===== src/rtl/pil_pkg.sv =====
package pil_pkg;
  function automatic int idx_bits(input int n);
    return (n > 1) ? $clog2(n) : 1;
  endfunction
endpackage


===== src/rtl/pil_cand.sv =====
module pil_cand #(
  parameter int NL     = 96,
  parameter bit IS_FIQ = 1'b0
) (
  input  logic [NL-1:0] pend_i,
  input  logic [NL-1:0] mask_i,
  input  logic [NL-1:0] route_i,
  output logic [NL-1:0] cand_o
);
  // per-line eligibility for this class
  for (genvar k = 0; k < NL; k++) begin : g_line
    assign cand_o[k] = pend_i[k] & ~mask_i[k] & (route_i[k] == IS_FIQ);
  end
endmodule


===== src/rtl/pil_tree.sv =====
module pil_tree
  import pil_pkg::*;
#(
  parameter int NL     = 96,
  parameter int PRIO_W = 6,
  localparam int IDX_W  = idx_bits(NL),
  localparam int LEAVES = 1 << $clog2(NL),
  localparam int NODES  = 2 * LEAVES - 1
) (
  input  logic [NL-1:0]        cand_i,
  input  logic [NL*PRIO_W-1:0] prio_i,
  output logic                 any_o,
  output logic [IDX_W-1:0]     win_o
);
  logic              nv [NODES];
  logic [PRIO_W-1:0] np [NODES];
  logic [IDX_W-1:0]  ni [NODES];

  for (genvar k = 0; k < LEAVES; k++) begin : g_leaf
    if (k < NL) begin : g_real
      assign nv[LEAVES-1+k] = cand_i[k];
      assign np[LEAVES-1+k] = prio_i[k*PRIO_W +: PRIO_W];
      assign ni[LEAVES-1+k] = IDX_W'(k);
    end else begin : g_pad
      assign nv[LEAVES-1+k] = 1'b0;
      assign np[LEAVES-1+k] = '1;
      assign ni[LEAVES-1+k] = '0;
    end
  end

  // the right (higher-index) child wins on equal priority
  for (genvar n = 0; n < LEAVES - 1; n++) begin : g_node
    logic take_hi;
    assign take_hi = nv[2*n+2] & (~nv[2*n+1] | (np[2*n+2] <= np[2*n+1]));
    assign nv[n]   = nv[2*n+1] | nv[2*n+2];
    assign np[n]   = take_hi ? np[2*n+2] : np[2*n+1];
    assign ni[n]   = take_hi ? ni[2*n+2] : ni[2*n+1];
  end

  assign any_o = nv[0];
  assign win_o = nv[0] ? ni[0] : '0;

  // The winner is a candidate and none beats it.
  always_comb begin
    if (nv[0]) begin
      a_r1_winner_is_cand: assert (cand_i[ni[0]]);
      for (int k = 0; k < NL; k++) begin
        if (cand_i[k] && (k > int'(ni[0]))) begin
          a_r3_no_higher_tie: assert (prio_i[k*PRIO_W +: PRIO_W] > np[0]);
        end
        if (cand_i[k]) begin
          a_r2_min_prio: assert (prio_i[k*PRIO_W +: PRIO_W] >= np[0]);
        end
      end
    end else begin
      a_r1_none: assert (cand_i == '0);
    end
  end
endmodule


===== src/rtl/pil_agree.sv =====
module pil_agree #(
  parameter int IDX_W = 7
) (
  input  logic             clk,
  input  logic             rst_n,
  input  logic             any_i,
  input  logic             en_i,
  input  logic             rearm_i,
  input  logic [IDX_W-1:0] win_i,
  output logic             req_o,
  output logic [IDX_W-1:0] win_o
);
  // The armed flag is the complement of the request, so one flop holds both.
  logic fire;
  assign fire = ~req_o & ~rearm_i & en_i & any_i;

  always_ff @(posedge clk or negedge rst_n) begin
    if (!rst_n) begin
      req_o <= 1'b0;
      win_o <= '0;
    end else if (rearm_i) begin
      req_o <= 1'b0;
    end else if (fire) begin
      req_o <= 1'b1;
      win_o <= win_i;
    end
  end

  a_r6_rise: assert property (@(posedge clk) disable iff (!rst_n)
    (!req_o && !rearm_i && en_i && any_i) |=> (req_o && win_o == $past(win_i)));
  a_r7_gate: assert property (@(posedge clk) disable iff (!rst_n)
    (!req_o && !en_i) |=> !req_o);
  a_r8_hold: assert property (@(posedge clk) disable iff (!rst_n)
    (req_o && !rearm_i) |=> (req_o && $stable(win_o)));
  a_r9_drop: assert property (@(posedge clk) disable iff (!rst_n)
    rearm_i |=> !req_o);
  a_r10_idle_rearm: assert property (@(posedge clk) disable iff (!rst_n)
    (rearm_i && !req_o) |=> $stable(win_o));
endmodule


===== src/rtl/prio_line_select.sv =====
module prio_line_select
  import pil_pkg::*;
#(
  parameter int NUM_BANKS = 3,
  parameter int BANK_W    = 32,
  parameter int PRIO_W    = 6,
  parameter bit IS_FIQ    = 1'b0,
  localparam int NL    = NUM_BANKS * BANK_W,
  localparam int IDX_W = idx_bits(NL)
) (
  input  logic                 clk,
  input  logic                 rst_n,
  input  logic [NL-1:0]        pend_i,
  input  logic [NL-1:0]        mask_i,
  input  logic [NL-1:0]        route_i,
  input  logic [NL*PRIO_W-1:0] prio_i,
  input  logic                 glob_en_i,
  input  logic                 rearm_i,
  output logic                 req_o,
  output logic [IDX_W-1:0]     win_o
);
  logic [NL-1:0]    cand;
  logic             any;
  logic [IDX_W-1:0] win_comb;

  pil_cand #(.NL(NL), .IS_FIQ(IS_FIQ)) u_cand (
    .pend_i(pend_i), .mask_i(mask_i), .route_i(route_i), .cand_o(cand));

  // flat line k is bank k/BANK_W, bit k%BANK_W, so the index is k itself
  pil_tree #(.NL(NL), .PRIO_W(PRIO_W)) u_tree (
    .cand_i(cand), .prio_i(prio_i), .any_o(any), .win_o(win_comb));

  pil_agree #(.IDX_W(IDX_W)) u_agree (
    .clk(clk), .rst_n(rst_n), .any_i(any), .en_i(glob_en_i),
    .rearm_i(rearm_i), .win_i(win_comb), .req_o(req_o), .win_o(win_o));
endmodule


===== config.mk =====
export PLATFORM = sky130hd
export DESIGN_NAME = prio_line_select
export DESIGN_NICKNAME = d
export VERILOG_FILES = /design/src/rtl/pil_pkg.sv /design/src/rtl/pil_cand.sv /design/src/rtl/pil_tree.sv /design/src/rtl/pil_agree.sv /design/src/rtl/prio_line_select.sv
export SDC_FILE = /design/constraint.sdc
export NUM_CORES = 1
export LEC_CHECK = 0
export CORE_AREA = 2 2 342 344
export DETAILED_ROUTE_END_ITERATION = 12
export DIE_AREA = 0 0 344 346
export PLACE_DENSITY_LB_ADDON = 0.3
export SLEW_MARGIN = 20
export SYNTH_ARGS = -nofsm -noshare
export SYNTH_HDL_FRONTEND = slang
export SYNTH_SLANG_ARGS = --single-unit

===== constraint.sdc =====
create_clock -name clk -period 2 [get_ports clk]
set_clock_uncertainty 0.2 [all_clocks]
set_input_delay 0.6 -clock clk [delete_from_list [all_inputs] [get_ports clk]]
set_output_delay 0.6 -clock clk [all_outputs]
set_load 0.01 [all_outputs]

==> results of run 1 <==
## stage by stage
stage | cells | TNS, ns | total power (W) | cell area, um^2
finish | 7156 | -75.56 | 0.02662 | 49620
global route | 7146 | -80.05 | 0.02892 | 49600
CTS | 7014 | -75.54 | 0.02393 | 45920
detailed placement | 6935 | -81.53 | 0.02201 | 44370
global placement | 6935 | -80.09 | 0.02183 | 44370
floorplan | 3346 | -72.05 | 0.01110 | 24660
## cells by family after synthesis
family                     Yosys count  synth area share
AOI/OAI and AO/OA                  912            0.2552
and+or+nand+nor                    900            0.1889
buffers and inverters              571           0.09033
adders and majority gates          547            0.2833
muxes                              384            0.1652
xor gates and xnor gates            24          0.008727
DFF                                  8          0.008311
## power breakdown
| group | switching (W) | internal [W] | leakage [nW] |
|---|---|---|---|
| clock | 0.0000863 | 0.000259 | 0.0371 |
| combinational | 0.0118 | 0.0141 | 25.3 |
| sequential | 0.0000649 | 0.000234 | 0.100 |
| total | 0.0120 | 0.0146 | 25.4 |
## metal layers
layer / global-route usage / part of all wire / up-vias / wire, um
met3: 0.02503 / 0.049 / 110 / 6012
met5: 0 / 0.00069 / - / 85
met4: 0.02866 / 0.015 / 14 / 1911
met2: 0.3651 / 0.52 / 698 / 64180
li1: - / - / 16690 / -
met1: 0.2227 / 0.42 / 15140 / 51440
## critical path: cells and delay by family
kind / cells / cell delay [ns]
compound gates: 37 / 6.24
fa+ha+maj: 7 / 1.78
buf+inv: 7 / 1.34
mux: 3 / 0.92
simple gates: 15 / 1.60
## cell type report
cell class                      count  share of cell area
Antenna cell                       24            0.001210
Clock buffer                        3            0.001513
Inverter                          531             0.04040
Multi-Input combinational cell   2767              0.5145
Sequential cell                     8            0.004034
Tap cell                         1524             0.03843
Timing Repair Buffer             2298              0.3999
Timing Repair inverter              1          0.00007565
## how the worst max path moves through the flow
stage,from,endpoint,slack (ns),cells past startpoint
detailed placement,prio_i[279],u_agree.win_o[0],-11.49,69
CTS,prio_i[87],u_agree.win_o[1],-10.74,78
global route,prio_i[358],u_agree.win_o[1],-11.21,71
global placement,prio_i[39],u_agree.win_o[0],-11.25,73
finish,prio_i[238],u_agree.win_o[1],-10.60,69
floorplan,prio_i[45],u_agree.win_o[1],-10.35,78
## sequential cells by signal, indices dropped and copies added, names as in the netlist
signal	count
u_agree.req_o	1
u_agree.win_o	7
## layout by cell type (no fill, tap or decap), types with 36 or more instances in the layout
cell / netlist / layout
nand4_1: 66 / 66
nand3_1: 41 / 37
mux2_2: 82 / 65
dlymetal6s2s_1: 0 / 111
clkdlybuf4s50_1: 0 / 689
nand2_1: 245 / 222
o21ai_2: 1 / 38
buf_4: 0 / 1362
buf_6: 4 / 64
a21o_1: 115 / 114
ha_1: 538 / 421
nor3b_1: 80 / 71
nor2b_1: 44 / 36
mux2i_2: 5 / 36
inv_1: 528 / 475
inv_2: 1 / 53
a21oi_2: 3 / 52
ha_4: 0 / 103
o21ai_0: 187 / 130
mux2i_1: 288 / 229
o21a_1: 85 / 84
a21oi_1: 199 / 132
o21ai_1: 47 / 49
nor2_1: 263 / 228
## timing repair
action | 4_1_cts | 5_1_grt
gates cloned | 1 | 0
pin swaps | 159 | 286
buffers inserted | 77 | 126
gates resized for setup | 318 | 667
setup endpoints to repair | 12 | 8
==> out/qor.yml, run 1 <==
rows: 125
track_usage: 0.1896
cts_max_level: 1
slowest_delay_ns: 0.46
violations: "negative setup slack"
ios: 876
routabilityCongestion: 0.8969
clock.fmax_mhz: 79.39
tritoncts: "built"
ys_seq_elements: 8
maxCapViolCount: 0
r2r_cells: 9
r2r_end: "u_agree.win_o[1]"
nets: 7016
p_leak_nw: 25.41
hold_ws_ns: 0.3215
final.setup.worst_slack_ns: -10.60
final-seq-area_um2: 200.2
syn_to_final_growth_pct: 106.0
period_minus_slack_ns: 12.60
critical_path_class: "input pin to flip-flop"
yosys-top-cells-area: "ha_1 28%, mux2i_1 12%, inv_1 8.2%"
grt-ovfl-total: 0
crit_path_start_kind: "input pin"
synth_ff_type: "dfrtp_1"
clk_latency_ns: 0.23
critical_path_arrival_ns: 12.51
routed_wl_um: 123600
ctsHoldBuffers: 0
vias: 32650
synth_cells: 3346
clk_pin_slew_ns: 0.04
fin_crit_sh: 6.298
first_global_vias: 32790
critPathSlowestCell: "clkdlybuf4s50_1"
grt_pass1_wl_um: 179300
drc: 0
required_ns: 1.91
io_buffer_count: 875
avgSynthCellArea_um2: 7.199
dr.pass1.iters: 5
slew_headroom: 0.4993
clk_path_buf_depth: 2
synth_area_mm2: 0.02409
crit_path_max_fanout: 8
cts_sinks: 8
ys.warnings.count: 0
die_x_um: 344
status: "finished with violations"
hold_depth: 2
synth_cell_types: 104
setup_viol: 8
reg2reg_from: "u_agree.req_o"
hold_viol_final: 0
synthTopCellsByCount: "538 x ha_1, 528 x inv_1, 288 x mux2i_1"
core_mm2: 0.1154
final_core_util: 0.4299
wl_per_cell_um: 17.28
hold_start: "u_agree.win_o[5]"
preCtsSetupSlack_ns: -11.49
synth_most_common_cell: "ha_1"
nFillCells: 11480
synth_top_area_share: 0.2795
die_h_um: 346
cts_buffers: 3
r2r_slack_ns: -0.15
initial_core_util: 0.2087
grt_max_degree: 15
critical_path.endpoint_type: "flip-flop"
antenna_found_initial: 31
multi_input_area_mm2: 0.02553
yosys.area.top_type: "ha_1"
drive_gt1_frac: 0.3873
holdPathEnd: "u_agree.win_o[5]"
ys_seq_area_frac: 0.008311
power_density_mw_per_mm2: 536.5
synth_edf_count: 0
finalMaxSlewViolations: 0
hold_path.class: "flip-flop to flip-flop"
drt_iter0_drc: 1090
rsz0062_at_grt: "yes"
root_buffer: "clkbuf_16"
postRouteAntennaNets: 0
dieArea_mm2: 0.1190
tightest_slew_ns: 0.7416
cp_common_cell: "o21a_1"
async_reset_ff_frac: 1.000
vdd_drop_max_v: 0.001001
syn-num-nets: 4752
dpl.hpwl_um: 108200
via_per_inst: 4.563
No activity file was read; power rests on OpenSTA's default activity.
==> run 2, diff against run 1 <==
Settings changed: CAP_MARGIN from default to 10, CTS_BUF_LIST from default to sky130_fd_sc_hd__clkbuf_2 sky130_fd_sc_hd__clkbuf_4 sky130_fd_sc_hd__clkbuf_8.
Clock period 2 ns to 13.45 ns, I/O delays scaled along.
==> out/qor.yml, run 2 (synthesis gave the netlist of run 1 again) <==
clk_path_buf_depth: 2  # unchanged
fin_crit_sh: 1.190
dr.pass1.iters: 5  # unchanged
hold_path.class: "flip-flop to flip-flop"
final.setup.worst_slack_ns: -2.562  # +8.034 ns
tightest_slew_ns: 0.9333  # +0.1917 ns
r2r_slack_ns: 10.90  # +11.05 ns
clk_pin_slew_ns: 0.05  # about the same
required_ns: 13.35  # +11.44 ns
root_buffer: "clkbuf_8"
cts_max_level: 1  # unchanged
grt.met3_usage: 0.03404  # +0.009003
hold_start: "u_agree.win_o[6]"
ios: 876  # unchanged
grt_pass1_wl_um: 180400  # +0.65%
period_minus_slack_ns: 16.01
syn_to_final_growth_pct: 99.77
crit_path_max_fanout: 6  # -2
tns_ns: -17.04  # +58.52 ns
critical_path.endpoint_type: "flip-flop"
ctsHoldBuffers: 0  # unchanged
cts_sinks: 8  # unchanged
crit_family: "compound AO/OA/AOI/OAI gates"
r2r_end: "u_agree.win_o[2]"
via_per_inst: 4.557  # -0.14%
largest_reg_flops: 7  # unchanged
holdPathEnd: "u_agree.win_o[6]"
hold_viol_final: 0  # unchanged
grt-ovfl-total: 0  # unchanged
slowest_delay_ns: 0.49  # +0.03 ns
finalMaxSlewViolations: 0  # unchanged
preCtsSetupSlack_ns: -3.716  # +7.772 ns
postRouteAntennaNets: 0  # unchanged
critical_path_class: "input pin to flip-flop"
grt_use_met2: 0.3630  # -0.002049
grt-busiest-layer: "met2"
p_leak_nw: 24.49  # -3.6%
status: "finished with violations"
initial_core_util: 0.2087  # unchanged
wl_per_cell_um: 17.31  # +0.19%
rows: 125  # unchanged
hold_depth: 1  # -1
tritoncts: "built"
drc: 0  # unchanged
reg_top3: "u_agree.win_o x7, u_agree.req_o x1"
clk_latency_ns: 0.24  # about the same
critPathSlowestCell: "clkdlybuf4s50_1"
grt_max_degree: 15  # unchanged
cp_common_cell: "o21a_1"
r2r_cells: 9  # unchanged
nets: 6934  # -1.2%
track_usage: 0.1911  # +0.001438
reg2reg_from: "u_agree.req_o"
antenna_found_initial: 31  # unchanged
routed_wl_um: 122200  # -1.1%
critical_path_arrival_ns: 15.91  # +3.40 ns
clock.fmax_mhz: 62.45
slew_headroom: 0.3699  # -0.1294
hold_ws_ns: 0.3105  # -0.01098 ns
die_x_um: 344  # unchanged
first_global_vias: 32630  # -0.50%
dpl.hpwl_um: 107900  # -0.29%
drt_iter0_drc: 1085  # -0.46%
power_density_mw_per_mm2: 78.28  # -85%
routabilityCongestion: 0.9311  # +3.8%
vdd_drop_max_v: 0.0001250  # -88%
final_core_util: 0.4169  # -0.01301
final_cell_mix: "1294 x buf_4, 739 x clkdlybuf4s50_1, 483 x inv_1"
layout_commonest_cell: "buf_4"
met1_usage: 0.2219  # -0.0008009
crit_path_start_kind: "input pin"
maxCapViolCount: 0  # unchanged
worst-path-buf-inv: 4  # -3
die_h_um: 346  # unchanged
violations: "negative setup slack"
core_mm2: 0.1154  # unchanged
drive_gt1_frac: 0.3621  # -0.02520
cts_buffers: 3  # unchanged
top_register: "u_agree.win_o"
nFillCells: 11630  # +1.3%
io_buffer_count: 875  # unchanged
dieArea_mm2: 0.1190  # unchanged
vias: 32180  # -1.4%
setup_viol: 7  # -1
rsz0062_at_grt: "yes"
## run 2: cell types whose count changed in the layout (fill, tap and decap cells not counted), moves of 11 or more
cell / change
ha_4: -25
buf_4: -68
diode_2: -12
clkbuf_2: -11
dlymetal6s2s_1: -43
buf_6: -13
ha_1: +24
clkdlybuf4s50_1: +50
## run 2: where the power goes
| group | switching, W | internal, W |
|---|---|---|
| Clock | 0.0000116 | 0.0000196 |
| Sequential | 0.0000123 | 0.0000347 |
| Combinational | 0.00170 | 0.00199 |
| Total | 0.00172 | 0.00204 |
## run 2: routing by layer
metal	wire, um	vias up
li1	-	16530
met1	50680	14840
met2	62590	676
met3	6713	117
met4	2132	18
met5	128	-
## run 2: area by class of cell
cell class	instances	area, um^2	share of cell area
Antenna cell	12	30.03	0.0006241
Clock buffer	3	41.29	0.0008581
Inverter	531	2008	0.04173
Multi-Input combinational cell	2767	24840	0.5162
Sequential cell	8	200.2	0.004160
Tap cell	1524	1907	0.03963
Timing Repair Buffer	2217	19090	0.3968
## run 2: stage by stage
stage | cell area, um^2 | instances | power, W
after floorplan | 24610 | 3346 | 0.001648
after global placement | 43820 | 6870 | 0.003157
after detailed placement | 43820 | 6870 | 0.003178
after CTS | 45620 | 6971 | 0.003463
after global routing | 48110 | 7058 | 0.004130
final | 48120 | 7062 | 0.003767
## run 2: how the worst max path moves through the flow
stage          slack, ns        start          endpoint  cells past startpoint
6_report           -2.56  prio_i[249]  u_agree.win_o[1]                     66
3_3_place_gp       -3.55   prio_i[39]  u_agree.win_o[0]                     79
5_1_grt            -3.33  prio_i[281]  u_agree.win_o[1]                     68
2_1_floorplan      -2.34   prio_i[45]  u_agree.win_o[1]                     78
3_5_place_dp       -3.72   prio_i[39]  u_agree.win_o[1]                     78
4_1_cts            -2.74   prio_i[93]  u_agree.win_o[1]                     72
## run 2: what timing repair did
item,in CTS,in global routing
pin swaps,156,193
setup buffers,101,80
endpoints found under the hold margin,0,0
resized for setup,358,464
gates cloned,0,0
setup endpoints to repair,7,7
## run 2: worst register-to-register path, cell delays in order, from the launching register on
cell and delay, ns:
dfrtp_1 0.39, nor2_1 0.11, nand3_1 0.47, inv_1 0.41
nand2_1 0.15, buf_4 0.17, buf_6 0.10, buf_6 0.11
a211oi_2 0.20, a31oi_1 0.11
